File: config.mk
export PLATFORM = sky130hd
export DESIGN_NAME = txn_err_monitor
export DESIGN_NICKNAME = d
export VERILOG_FILES = /design/src/rtl/tem_pkg.sv /design/src/rtl/tem_kind_tracker.sv /design/src/rtl/tem_log_capture.sv /design/src/rtl/tem_reg_port.sv /design/src/rtl/txn_err_monitor.sv
export SDC_FILE = /design/constraint.sdc
export NUM_CORES = 1
export LEC_CHECK = 0
export ABC_AREA = 1
export BUFFER_PORTS_ARGS = -buffer_cell sky130_fd_sc_hd__buf_2
export CORE_MARGIN = 10
export CORE_UTILIZATION = 55
export DETAILED_ROUTE_END_ITERATION = 7
export MAX_ROUTING_LAYER = met4
export PLACE_DENSITY = 0.95
export REMOVE_ABC_BUFFERS = 1
export SLEW_MARGIN = 20
export SYNTH_ARGS = -nofsm -noshare
export SYNTH_HDL_FRONTEND = slang
export SYNTH_SLANG_ARGS = --single-unit
File: constraint.sdc
create_clock -name clk -period 10.7 [get_ports clk]
set_clock_uncertainty 0.15 [all_clocks]
set_input_delay 0 -clock clk [delete_from_list [all_inputs] [get_ports clk]]
set_output_delay 0 -clock clk [all_outputs]
set_load 0.02 [all_outputs]
File: src/rtl/tem_pkg.sv
package tem_pkg;

  localparam int OFF_STATUS   = 12'h208;
  localparam int OFF_OVERFLOW = 12'h20C;
  localparam int OFF_LOGSTS   = 12'h300;
  localparam int OFF_ADDR_LO  = 12'h304;
  localparam int OFF_ADDR_HI  = 12'h308;
  localparam int OFF_WORD0    = 12'h30C;
  localparam int OFF_WORD1    = 12'h310;
  localparam int OFF_WORD2    = 12'h314;
  localparam int OFF_WORD3    = 12'h318;

  typedef struct packed {
    logic [3:0] cache;
    logic [2:0] prot;
    logic [7:0] blen;
    logic [1:0] btype;
    logic [2:0] beat;
    logic       wr;
    logic [7:0] acc_id;
    logic [4:0] fab_id;
    logic [7:0] tgt_id;
    logic [3:0] sock_id;
    logic [5:0] init_id;
    logic [1:0] qclass;
    logic [6:0] grp_sec;
    logic [1:0] sec_lvl;
  } txn_attr_t;

  function automatic logic [31:0] pack_xfer(input txn_attr_t a);
    logic [31:0] w;
    w        = '0;
    w[27:24] = a.cache;
    w[22:20] = a.prot;
    w[19:12] = a.blen;
    w[9:8]   = a.btype;
    w[6:4]   = a.beat;
    w[0]     = a.wr;
    return w;
  endfunction

  function automatic logic [31:0] pack_ident(input txn_attr_t a);
    logic [31:0] w;
    w       = '0;
    w[7:0]  = a.acc_id;
    return w;
  endfunction

  function automatic logic [31:0] pack_route(input txn_attr_t a);
    logic [31:0] w;
    w        = '0;
    w[27:24] = a.sock_id;
    w[20:16] = a.fab_id;
    w[7:0]   = a.tgt_id;
    return w;
  endfunction

  function automatic logic [31:0] pack_origin(input txn_attr_t a);
    logic [31:0] w;
    w        = '0;
    w[29:24] = a.init_id;
    w[17:16] = a.qclass;
    w[14:8]  = a.grp_sec;
    w[1:0]   = a.sec_lvl;
    return w;
  endfunction

endpackage

File: src/rtl/tem_kind_tracker.sv
module tem_kind_tracker #(
  parameter int KIND_W    = 3,
  parameter int NUM_KINDS = 6
) (
  input  logic                 clk,
  input  logic                 rst_n,
  input  logic                 evt_valid,
  input  logic [KIND_W-1:0]    evt_kind,
  input  logic [NUM_KINDS-1:0] sts_clr,
  input  logic [NUM_KINDS-1:0] ovf_clr,
  output logic [NUM_KINDS-1:0] hit,
  output logic [NUM_KINDS-1:0] status,
  output logic [NUM_KINDS-1:0] overflow
);

  logic [NUM_KINDS-1:0] status_nxt;
  logic [NUM_KINDS-1:0] overflow_nxt;
  logic                 sts_en;
  logic                 ovf_en;

  for (genvar k = 0; k < NUM_KINDS; k++) begin : g_kind
    assign hit[k] = evt_valid && (evt_kind == KIND_W'(k));

    p_set_r1: assert property (@(posedge clk) disable iff (!rst_n)
      hit[k] |=> status[k]);

    p_repeat_r3: assert property (@(posedge clk) disable iff (!rst_n)
      (hit[k] && status[k]) |=> overflow[k]);

    p_clear_r4: assert property (@(posedge clk) disable iff (!rst_n)
      (sts_clr[k] && !hit[k]) |=> !status[k]);

    p_ovfclr_r5: assert property (@(posedge clk) disable iff (!rst_n)
      (ovf_clr[k] && !(hit[k] && status[k])) |=> !overflow[k]);
  end

  always_comb begin
    status_nxt   = (status & ~sts_clr) | hit;
    overflow_nxt = (overflow & ~ovf_clr) | (hit & status);
    sts_en       = (|hit) || (|sts_clr);
    ovf_en       = (|(hit & status)) || (|ovf_clr);
  end

  always_ff @(posedge clk or negedge rst_n) begin
    if (!rst_n) begin
      status <= '0;
    end else if (sts_en) begin
      status <= status_nxt;
    end
  end

  always_ff @(posedge clk or negedge rst_n) begin
    if (!rst_n) begin
      overflow <= '0;
    end else if (ovf_en) begin
      overflow <= overflow_nxt;
    end
  end

  p_filter_r2: assert property (@(posedge clk) disable iff (!rst_n)
    (evt_valid && (int'(evt_kind) >= NUM_KINDS)) |-> (hit == '0));

endmodule

File: src/rtl/tem_log_capture.sv
module tem_log_capture
  import tem_pkg::*;
#(
  parameter int NUM_KINDS = 6,
  parameter int LOG_AW    = 64
) (
  input  logic                 clk,
  input  logic                 rst_n,
  input  logic [NUM_KINDS-1:0] hit,
  input  logic [NUM_KINDS-1:0] sts_clr,
  input  logic [LOG_AW-1:0]    evt_addr,
  input  txn_attr_t            evt_attr,
  output logic [NUM_KINDS-1:0] log_sts,
  output logic [LOG_AW-1:0]    addr_q,
  output logic [31:0]          xfer_q,
  output logic [31:0]          ident_q,
  output logic [31:0]          route_q,
  output logic [31:0]          origin_q
);

  logic [NUM_KINDS-1:0] kept;
  logic [NUM_KINDS-1:0] log_sts_nxt;
  logic                 capture;
  logic                 lsts_en;

  always_comb begin
    kept        = log_sts & ~sts_clr;
    capture     = (kept == '0) && (|hit);
    log_sts_nxt = capture ? hit : kept;
    lsts_en     = capture || (|(log_sts & sts_clr));
  end

  always_ff @(posedge clk or negedge rst_n) begin
    if (!rst_n) begin
      log_sts <= '0;
    end else if (lsts_en) begin
      log_sts <= log_sts_nxt;
    end
  end

  always_ff @(posedge clk or negedge rst_n) begin
    if (!rst_n) begin
      addr_q   <= '0;
      xfer_q   <= '0;
      ident_q  <= '0;
      route_q  <= '0;
      origin_q <= '0;
    end else if (capture) begin
      addr_q   <= evt_addr;
      xfer_q   <= pack_xfer(evt_attr);
      ident_q  <= pack_ident(evt_attr);
      route_q  <= pack_route(evt_attr);
      origin_q <= pack_origin(evt_attr);
    end
  end

  p_onehot_r10: assert property (@(posedge clk) disable iff (!rst_n)
    $onehot0(log_sts));

  p_hold_r10: assert property (@(posedge clk) disable iff (!rst_n)
    ((log_sts != '0) && ((log_sts & sts_clr) == '0))
      |=> ($stable(addr_q) && $stable(xfer_q) && $stable(origin_q)));

  p_capture_r6: assert property (@(posedge clk) disable iff (!rst_n)
    ((log_sts == '0) && (hit != '0)) |=> (log_sts == $past(hit)));

endmodule

File: src/rtl/tem_reg_port.sv
module tem_reg_port
  import tem_pkg::*;
#(
  parameter int NUM_KINDS = 6,
  parameter int LOG_AW    = 64,
  parameter int REG_AW    = 12
) (
  input  logic                 clk,
  input  logic                 rst_n,
  input  logic [REG_AW-1:0]    reg_addr,
  input  logic                 reg_wr,
  input  logic [31:0]          reg_wdata,
  input  logic [NUM_KINDS-1:0] status,
  input  logic [NUM_KINDS-1:0] overflow,
  input  logic [NUM_KINDS-1:0] log_sts,
  input  logic [LOG_AW-1:0]    addr_q,
  input  logic [31:0]          xfer_q,
  input  logic [31:0]          ident_q,
  input  logic [31:0]          route_q,
  input  logic [31:0]          origin_q,
  output logic [NUM_KINDS-1:0] sts_clr,
  output logic [NUM_KINDS-1:0] ovf_clr,
  output logic [31:0]          reg_rdata
);

  logic [63:0] addr_wide;
  logic        unused_wbits;

  assign addr_wide    = 64'(addr_q);
  assign unused_wbits = ^reg_wdata[31:NUM_KINDS];

  always_comb begin
    sts_clr = '0;
    ovf_clr = '0;
    if (reg_wr && (reg_addr == REG_AW'(OFF_STATUS))) begin
      sts_clr = reg_wdata[NUM_KINDS-1:0];
    end
    if (reg_wr && (reg_addr == REG_AW'(OFF_OVERFLOW))) begin
      ovf_clr = reg_wdata[NUM_KINDS-1:0];
    end
  end

  always_comb begin
    reg_rdata = '0;
    case (reg_addr)
      REG_AW'(OFF_STATUS):   reg_rdata = 32'(status);
      REG_AW'(OFF_OVERFLOW): reg_rdata = 32'(overflow);
      REG_AW'(OFF_LOGSTS):   reg_rdata = 32'(log_sts);
      REG_AW'(OFF_ADDR_LO):  reg_rdata = addr_wide[31:0];
      REG_AW'(OFF_ADDR_HI):  reg_rdata = addr_wide[63:32];
      REG_AW'(OFF_WORD0):    reg_rdata = xfer_q;
      REG_AW'(OFF_WORD1):    reg_rdata = ident_q;
      REG_AW'(OFF_WORD2):    reg_rdata = route_q;
      REG_AW'(OFF_WORD3):    reg_rdata = origin_q;
      default:               reg_rdata = '0;
    endcase
  end

  p_nowrite_r12: assert property (@(posedge clk) disable iff (!rst_n)
    !reg_wr |-> ((sts_clr == '0) && (ovf_clr == '0)));

endmodule

File: src/rtl/txn_err_monitor.sv
module txn_err_monitor
  import tem_pkg::*;
#(
  parameter int KIND_W    = 3,
  parameter int NUM_KINDS = 6,
  parameter int LOG_AW    = 64,
  parameter int REG_AW    = 12,
  parameter int SYNC_LEN  = 2
) (
  input  logic              clk,
  input  logic              rst_n,
  input  logic              evt_valid,
  input  logic [KIND_W-1:0] evt_kind,
  input  logic [LOG_AW-1:0] evt_addr,
  input  logic [3:0]        evt_cache,
  input  logic [2:0]        evt_prot,
  input  logic [7:0]        evt_burst_len,
  input  logic [1:0]        evt_burst_type,
  input  logic [2:0]        evt_beat_size,
  input  logic              evt_write,
  input  logic [7:0]        evt_access_id,
  input  logic [4:0]        evt_fabric_id,
  input  logic [7:0]        evt_target_id,
  input  logic [3:0]        evt_socket_id,
  input  logic [5:0]        evt_initiator_id,
  input  logic [1:0]        evt_queue_class,
  input  logic [6:0]        evt_group_sec,
  input  logic [1:0]        evt_sec_level,
  input  logic [REG_AW-1:0] reg_addr,
  input  logic              reg_wr,
  input  logic [31:0]       reg_wdata,
  output logic [31:0]       reg_rdata,
  output logic              err_pending
);

  logic [SYNC_LEN-1:0]  rst_pipe;
  logic                 rst_q_n;
  txn_attr_t            attr;
  logic [NUM_KINDS-1:0] hit;
  logic [NUM_KINDS-1:0] status;
  logic [NUM_KINDS-1:0] overflow;
  logic [NUM_KINDS-1:0] sts_clr;
  logic [NUM_KINDS-1:0] ovf_clr;
  logic [NUM_KINDS-1:0] log_sts;
  logic [LOG_AW-1:0]    addr_q;
  logic [31:0]          xfer_q;
  logic [31:0]          ident_q;
  logic [31:0]          route_q;
  logic [31:0]          origin_q;
  logic                 pend_nxt;

  always_ff @(posedge clk or negedge rst_n) begin
    if (!rst_n) begin
      rst_pipe <= '0;
    end else begin
      rst_pipe <= {rst_pipe[SYNC_LEN-2:0], 1'b1};
    end
  end
  assign rst_q_n = rst_pipe[SYNC_LEN-1];

  always_comb begin
    attr.cache   = evt_cache;
    attr.prot    = evt_prot;
    attr.blen    = evt_burst_len;
    attr.btype   = evt_burst_type;
    attr.beat    = evt_beat_size;
    attr.wr      = evt_write;
    attr.acc_id  = evt_access_id;
    attr.fab_id  = evt_fabric_id;
    attr.tgt_id  = evt_target_id;
    attr.sock_id = evt_socket_id;
    attr.init_id = evt_initiator_id;
    attr.qclass  = evt_queue_class;
    attr.grp_sec = evt_group_sec;
    attr.sec_lvl = evt_sec_level;
  end

  tem_kind_tracker #(.KIND_W(KIND_W), .NUM_KINDS(NUM_KINDS)) u_track (
    .clk      (clk),
    .rst_n    (rst_q_n),
    .evt_valid(evt_valid),
    .evt_kind (evt_kind),
    .sts_clr  (sts_clr),
    .ovf_clr  (ovf_clr),
    .hit      (hit),
    .status   (status),
    .overflow (overflow)
  );

  tem_log_capture #(.NUM_KINDS(NUM_KINDS), .LOG_AW(LOG_AW)) u_log (
    .clk     (clk),
    .rst_n   (rst_q_n),
    .hit     (hit),
    .sts_clr (sts_clr),
    .evt_addr(evt_addr),
    .evt_attr(attr),
    .log_sts (log_sts),
    .addr_q  (addr_q),
    .xfer_q  (xfer_q),
    .ident_q (ident_q),
    .route_q (route_q),
    .origin_q(origin_q)
  );

  tem_reg_port #(.NUM_KINDS(NUM_KINDS), .LOG_AW(LOG_AW), .REG_AW(REG_AW)) u_regs (
    .clk      (clk),
    .rst_n    (rst_q_n),
    .reg_addr (reg_addr),
    .reg_wr   (reg_wr),
    .reg_wdata(reg_wdata),
    .status   (status),
    .overflow (overflow),
    .log_sts  (log_sts),
    .addr_q   (addr_q),
    .xfer_q   (xfer_q),
    .ident_q  (ident_q),
    .route_q  (route_q),
    .origin_q (origin_q),
    .sts_clr  (sts_clr),
    .ovf_clr  (ovf_clr),
    .reg_rdata(reg_rdata)
  );

  assign pend_nxt = |((status & ~sts_clr) | hit);

  always_ff @(posedge clk or negedge rst_q_n) begin
    if (!rst_q_n) begin
      err_pending <= 1'b0;
    end else begin
      err_pending <= pend_nxt;
    end
  end

  p_pending_r11: assert property (@(posedge clk) disable iff (!rst_q_n)
    err_pending == (|status));

  p_logsub_r10: assert property (@(posedge clk) disable iff (!rst_q_n)
    (log_sts & ~status) == '0);

endmodule

==> results_tabular.tex, run 1 <==
\begin{tabular}{lr}
\hline
Metric & Value \\
\hline
\multicolumn{2}{l}{\textbf{Timing}} \\
Setup slack of the critical path after layout & between 7 and 8 ns \\
Pins Over Slew Limit & 0 \\
Time the final worst path needs with I/O delays and setup & approximately 2.8 ns \\
RSZ-0062 raised after global routing & no \\
Relative max-transition margin & a little under a third \\
Fin crit share & a little over a quarter \\
Max Clock Freq & between 0.3 and 0.4 GHz \\
Final Hold Vio Count & 0 \\
Setup TNS & 0 ns \\
Final number of setup-violating endpoints & 0 \\
Fin Hold WS & 0.0697 ns \\
Transition time at the pin with the least slew margin & approximately 1.0 ns \\
\multicolumn{2}{l}{\textbf{GRT}} \\
All-Layer GR Usage & between 30\% and 40\% \\
Number of antenna violations at the first check in global routing & 5 \\
Pin count of the biggest net entering global routing & 80 \\
Number of global-route vias before repair & $\sim$8600 \\
Global-route wire length before repair & $\sim$44 mm \\
Total gr overflow & 0 \\
\multicolumn{2}{l}{\textbf{Synthesis}} \\
Most used standard cells in the synthesized netlist & nand2\_1, nand3\_1, dfrtp\_1 \\
Yosys warns & 0 \\
Share of async-settable or async-resettable flops after synthesis & 100\% \\
Biggest area consumer among synthesized cells & dfrtp\_1 \\
Main area contributors after synthesis & dfrtp\_1, nand2\_1, nand3\_1, nand4\_1, buf\_6 \\
Area share of the leading cell type in the synthesized netlist & between 50\% and 60\% \\
Number of synthesized flops with an enable pin & 0 \\
Top\_reg\_cell synth & dfrtp\_1 \\
Number of instances in the synthesized netlist & 912 \\
Top-count cell post-synth & nand2\_1 \\
Synth Cell Area & about 7100 um\^{}2 \\
Sequential-to-total area share from yosys stat & roughly 52\% \\
Seq cells post-synth & approximately 150 \\
Mean instance size in the synthesized netlist & between 7 and 8 um\^{}2 \\
Synth unique cells & 21 \\
\multicolumn{2}{l}{\textbf{Setup path}} \\
Cell repeated most along the worst path & nand2\_1 \\
Critical path launch point type & primary input \\
CP Max Fanout & 29 \\
Number of buffer and inverter stages on the critical path & 4 \\
Stage delay of the slowest cell on the critical path & around 0.74 ns \\
Path type of the worst setup path & primary input to output port \\
Cell class contributing the biggest share of worst-path delay & simple AND/OR/NAND/NOR gates \\
Worst-path cell with the longest stage delay & nor2\_4 \\
Critical path data arrival time & $\sim$2.6 ns \\
Kind of capture point of the worst setup path & output port \\
Required time worst endpoint & 10.55 ns \\
Series of cell instances along the critical path & buf\_2 -> nor2\_1 -> nand2\_1 -> nor2\_4 -> nand2\_1 -> inv\_1 -> buf\_4 -> nand2\_1 -> nand2\_1 -> nor2\_1 -> nand4\_1 -> buf\_2 \\
\multicolumn{2}{l}{\textbf{Clocking}} \\
Source-to-sink clock delay at the later pin of the worst-skew pair & 0.42 ns \\
Clock tree from TritonCTS & yes \\
Num CTS Buffers & 17 \\
CTS H-tree depth & 4 \\
Clock transition at path regs & approximately 0.060 ns \\
Number of buffers inserted for hold repair after clock tree synthesis & $\sim$160 \\
Setup fix buffers added after clock tree synthesis & 0 \\
TritonCTS Sinks & 148 \\
Library cell used as clock root buffer & clkbuf\_16 \\
Largest buffer count on any clock path & 2 \\
Count of instances resized after the clock tree is built & 0 \\
\multicolumn{2}{l}{\textbf{Min path}} \\
Worst Hold Class & primary input to flop \\
\multicolumn{2}{l}{\textbf{Floorplanning}} \\
Initial standard-cell utilization of the core & 56.3\% \\
Count of boundary I/O pins & approximately 210 \\
\# rows & 41 \\
Die boundary height & about 130 um \\
Chip Width & approximately 130 um \\
Die area & 17900 um\^{}2 \\
Core box area & around 13000 um\^{}2 \\
\multicolumn{2}{l}{\textbf{Final layout}} \\
Layout-stage area growth over the synthesis result & 42.8\% \\
Core Util, Final & between 80\% and 90\% \\
Number of nets in the layout & about 1400 \\
Fraction of final layout cells sized beyond drive strength 1 & a little under a fifth \\
\multicolumn{2}{l}{\textbf{Drt}} \\
Initial DRC Count & between 800 and 900 \\
Vias & between 8000 and 9000 \\
Wirelength per Cell & between 15 and 20 um \\
Via count normalized by instance count & about 5.8 \\
Residual DRC & 4 \\
First-pass detailed-route iteration total & 8 \\
Count of antenna-violating nets left after detailed routing & 0 \\
WL final & about 28 mm \\
\multicolumn{2}{l}{\textbf{Place}} \\
PortBufs & roughly 180 \\
Worst setup slack after placement & 8.02 ns \\
HPWL after DPL & between 10 and 15 mm \\
Gpl congestion & roughly 0.91 \\
\multicolumn{2}{l}{\textbf{Run status}} \\
Outcome & finished with violations \\
Violated checks & design-rule violations \\
\multicolumn{2}{l}{\textbf{Power}} \\
Highest ir drop seen on vdd & 0.145 mV \\
Static Leakage & 5.29 nW \\
Overall power & between 2 and 2.5 mW \\
Power per Cell Area & $\sim$210 nW/um\^{}2 \\
\multicolumn{2}{l}{\textbf{Run}} \\
Number of maximum-capacitance violations & 0 \\
\hline
\end{tabular}
==> layer usage <==
layer	global-route usage, %	vias to the layer above	wire, um
li1	-	3574	-
met1	32.8	3799	9710
met2	51.8	641	13500
met3	8.98	161	2720
met4	20.0	0	1520
met5	-	-	0
==> worst min-delay path: stages <==
cell and delay, ns:
buf_2 0.09, nor2_1 0.06, nand2_1 0.13, nor2_4 0.08, nand4_1 0.09, a21oi_1 0.09
inv_1 0.06
==> stage by stage <==
stage,area [um^2],cells
2_1_floorplan,6750,856
3_3_place_gp,7980,1221
3_5_place_dp,7980,1221
4_1_cts,10100,1406
5_1_grt,10100,1411
6_report,10100,1411
==> cells by family (layout without fill, tap and decap cells) <==
logic type,after synthesis,in the layout,synth area share [%]
AOI/OAI and AO/OA,16,16,1.60
other,1,6,0.0528
DFF,148,148,52.2
and+or+nand+nor,661,661,39.7
buffers and inverters,86,408,6.47
==> path summary, 6_finish.rpt <==
kind / startpoint / end / slack [ns] / depth (start not counted)
max: reg_addr[7] / reg_rdata[5] / 7.91 / 12
min: reg_addr[0] / u_track.status[2] / 0.07 / 7
max reg2reg: u_log.log_sts[4] / u_log.origin_q[29] / 8.27 / 7
min reg2reg: rst_pipe[0] / rst_pipe[1] / 0.24 / 0
max in group asynchronous: rst_pipe[1] / u_log.addr_q[47] / 8.58 / 1
min in group asynchronous: rst_n / rst_pipe[1] / 0.30 / 3
==> cell usage in the layout (no fill, tap or decap), drive strengths merged, types with 6 or more instances in the layout <==
cell and n:
a21oi 6, a22o 9, buf 193, clkbuf 20, dfrtp 148, dlygate4sd3 156
inv 28, nand2 419, nand3 180, nand3b 6, nand4 23, nor2 27
nor3 6
==> power breakdown <==
| part | internal, mW | switching (mW) | total (mW) |
|---|---|---|---|
| clock network | 0.375 | 0.230 | 0.605 |
| logic | 0.187 | 0.353 | 0.539 |
| registers | 0.817 | 0.160 | 0.978 |
| total | 1.38 | 0.743 | 2.12 |
==> cell type report <==
type                            count  area (um^2)
Fill cell                         742         2480
Clock buffer                       20          457
Inverter                           30          113
Clock inverter                      9          131
Timing Repair Buffer              349         2550
Antenna cell                        5         12.5
Tap cell                          172          215
Multi-Input combinational cell    678         2950
Sequential cell                   148         3710
==> registers in the layout, summed over array words and instances (netlist names) <==
name,count
u_track.overflow,6
err_pending,1
rst_pipe,2
u_log.route_q,17
u_track.status,6
u_log.origin_q,17
u_log.ident_q,8
u_log.xfer_q,21
u_log.addr_q,64
u_log.log_sts,6
Power figures use the tool's default switching activity.
==> inputs of run 2 (changes only) <==
CORE_UTILIZATION = 47   (was 55)
PLACE_DENSITY = 0.88   (was 0.95)
clock period = 2.3 ns   (was 10.7 ns; I/O delays follow)
==> run 2 against run 1 <==
The flow now finishes without violations. Hold slack worse by 0.043 ns. Sequential power rose to 4.6 times the previous value. Global-route usage is 4.8 points lower. Cell count grew 2.8%. Design area is 4.0% higher. Via count is 2.9% lower. Non-clock buffer count increased by 24. Combinational power grew to 5.0 times the previous value. Count of clock-buffer cells in the layout shrank 1. Power increased to 4.7 times the previous value. Critical path type is now primary input to flop. Largest cell class unchanged. Largest power group unchanged.
==> results_tabular.tex, run 2 (synthesized netlist as in run 1, its figures left out) <==
\begin{tabular}{lr}
\hline
Metric & Value \\
\hline
\multicolumn{2}{l}{\textbf{GRT}} \\
Global-route wire length before repair & 41.7 mm (-4.6\%) \\
Pin count of the biggest net entering global routing & 77 (-3.8\%) \\
Total gr overflow & 0 (unchanged) \\
Number of global-route vias before repair & 8134 (-5.2\%) \\
Number of antenna violations at the first check in global routing & 4 (-1) \\
All-Layer GR Usage & 26.7\% (-4.8 points) \\
\multicolumn{2}{l}{\textbf{Drt}} \\
Vias & 7936 (-2.9\%) \\
Via count normalized by instance count & 5.47 (-5.5\%) \\
WL final & 27.4 mm (-0.33\%) \\
Initial DRC Count & 702 (-18\%) \\
First-pass detailed-route iteration total & 8 (unchanged) \\
Wirelength per Cell & 18.9 um (-3.0\%) \\
Count of antenna-violating nets left after detailed routing & 0 (unchanged) \\
Residual DRC & 0 (-4) \\
\multicolumn{2}{l}{\textbf{Clocking}} \\
Library cell used as clock root buffer & clkbuf\_16 \\
CTS H-tree depth & 4 (unchanged) \\
Num CTS Buffers & 17 (unchanged) \\
Clock transition at path regs & 0.06 ns (about the same) \\
Clock tree from TritonCTS & yes \\
TritonCTS Sinks & 148 (unchanged) \\
Largest buffer count on any clock path & 2 (unchanged) \\
Source-to-sink clock delay at the later pin of the worst-skew pair & 0.42 ns (about the same) \\
\multicolumn{2}{l}{\textbf{Power}} \\
Highest ir drop seen on vdd & 0.595 mV (+310\%) \\
Overall power & 10.1 mW (+370\%) \\
Static Leakage & 5.47 nW (+3.3\%) \\
Power per Cell Area & 955 nW/um\^{}2 (+360\%) \\
\multicolumn{2}{l}{\textbf{Floorplanning}} \\
Die area & 20400 um\^{}2 (+14\%) \\
Core box area & 14600 um\^{}2 (+16\%) \\
Initial standard-cell utilization of the core & 48.5\% (-7.8 points) \\
Count of boundary I/O pins & 211 (unchanged) \\
Chip Width & 143 um (+7.0\%) \\
Die boundary height & 143 um (+7.0\%) \\
\# rows & 44 (+7.3\%) \\
\multicolumn{2}{l}{\textbf{Setup path}} \\
Stage delay of the slowest cell on the critical path & 0.59 ns (-0.15 ns) \\
Critical path data arrival time & 2.44 ns (-0.20 ns) \\
Path type of the worst setup path & primary input to flop \\
Series of cell instances along the critical path & dlygate4sd3\_1 -> buf\_6 -> nand4\_1 -> dlygate4sd3\_1 -> nand2\_1 -> nand2\_1 -> nor2\_4 -> buf\_12 -> buf\_12 -> nand3\_1 -> nand2\_1 \\
Worst setup slack for register-to-register paths & 0.64 ns (-7.63 ns) \\
CP Max Fanout & 26 (-10\%) \\
Critical path launch point type & primary input \\
Required time worst endpoint & 2.50 ns (-8.05 ns) \\
Count of cells along the worst register-to-register path & 7 (unchanged) \\
Worst-path cell with the longest stage delay & dlygate4sd3\_1 \\
Kind of capture point of the worst setup path & flop \\
Cell repeated most along the worst path & nand2\_1 \\
\multicolumn{2}{l}{\textbf{Timing}} \\
Pins Over Slew Limit & 0 (unchanged) \\
Transition time at the pin with the least slew margin & 0.789 ns (-0.229 ns) \\
Setup TNS & 0 ns (unchanged) \\
RSZ-0062 raised after global routing & no \\
Max Clock Freq & 0.446 GHz \\
Final Hold Vio Count & 0 (unchanged) \\
Relative max-transition margin & 47.1\% (+15 points) \\
Fin Hold WS & 0.0266 ns (-0.0432 ns) \\
Final number of setup-violating endpoints & 0 (unchanged) \\
Time the final worst path needs with I/O delays and setup & $\sim$2.2 ns \\
Fin crit share & a little over nine tenths \\
\multicolumn{2}{l}{\textbf{Place}} \\
Gpl congestion & 0.903 (-1.0\%) \\
HPWL after DPL & 14.9 mm (+9.8\%) \\
Placed cells & 1251 (+2.5\%) \\
Post-DP Area & 8290 um\^{}2 (+3.9\%) \\
PortBufs & 184 (unchanged) \\
\multicolumn{2}{l}{\textbf{Final layout}} \\
Number of fill cells & 999 (+35\%) \\
Flip-flop count of the largest register, all copies and words added & 64 (unchanged) \\
Layout-stage area growth over the synthesis result & 48.5\% \\
Final Instance Count excl. Fillers & 1450 (+2.8\%) \\
Final Instance Area & 10500 um\^{}2 (+4.0\%) \\
Most frequent standard cell in the layout excluding fill and tap cells & nand2\_1 \\
Fraction of final layout cells sized beyond drive strength 1 & 20.6\% (+1.9 points) \\
Most frequent cells in the layout & nand2\_1, buf\_2, nand3\_1 \\
Number of nets in the layout & 1426 (+1.7\%) \\
Register name with the most flops & u\_log.addr\_q \\
Top flop regs & u\_log.addr\_q (64), u\_log.xfer\_q (21) \\
\multicolumn{2}{l}{\textbf{Run}} \\
Number of maximum-capacitance violations & 0 (unchanged) \\
\multicolumn{2}{l}{\textbf{Min path}} \\
Hold-critical path depth & 7 (unchanged) \\
Worst Hold Class & primary input to flop \\
\multicolumn{2}{l}{\textbf{Run status}} \\
Outcome & complete, no violations \\
\hline
\end{tabular}
run 2: worst max-delay path, delay by kind of cell:
| family | cells | cell delay [ns] |
|---|---|---|
| and+or+nand+nor | 6 | 0.74 |
| buffers and inverters | 5 | 1.69 |
run 2: layout make-up:
cell class,count,area [um^2],share of cell area (%)
diodes,6,15.0,0.142
clock buffers,19,433,4.11
clock inverters,12,155,1.47
inverters,30,116,1.10
multi-input cells,678,2960,28.1
flip-flops and latches,148,3710,35.2
well taps,184,230,2.18
repair buffers,373,2930,27.8
run 2: metal layers:
layer  up-vias  part of all wire (%)  wire length, um  GRT usage, %
met5         -                     0                0             -
met4         0                   3.7             1020          12.2
met3        97                   7.9             2160          5.77
met2       455                    51            14000          45.1
met1      3758                    37            10200          29.9
li1       3626                     -                -             -
run 2: path summary, 6_finish.rpt:
check                                       from           endpoint
worst min-delay path                 reg_addr[5]  u_track.status[4]
max in group asynchronous            rst_pipe[1]  u_track.status[1]
worst max-delay path                      reg_wr   u_log.addr_q[39]
min in group asynchronous            rst_pipe[1]   u_log.addr_q[33]
worst max register to register  u_log.log_sts[3]   u_log.addr_q[39]
worst min register to register       rst_pipe[1]   u_log.addr_q[33]
run 2: metrics by stage:
stage | utilization (%) | setup WS [ns]
global placement | 56.6 | 0.280
detailed placement | 56.6 | 0.225
global route | 72.0 | 0.00898
finish | 72.0 | 0.0582
floorplan | - | -2.28
CTS | 71.2 | 0.0303
run 2: power breakdown:
| group | internal [mW] | switching, mW | leakage, nW | total (mW) |
|---|---|---|---|---|
| clock network | 1.70 | 1.14 | 0.272 | 2.84 |
| logic | 1.06 | 1.65 | 3.41 | 2.71 |
| registers | 3.80 | 0.719 | 1.79 | 4.52 |
run 2: repair_timing:
action                                  4_1_cts  5_1_grt
hold endpoints to repair                    148        0
endpoints found under the setup margin        0       70
hold buffers                                155        0
gates resized for setup                       0        6
setup buffers                                 0        6
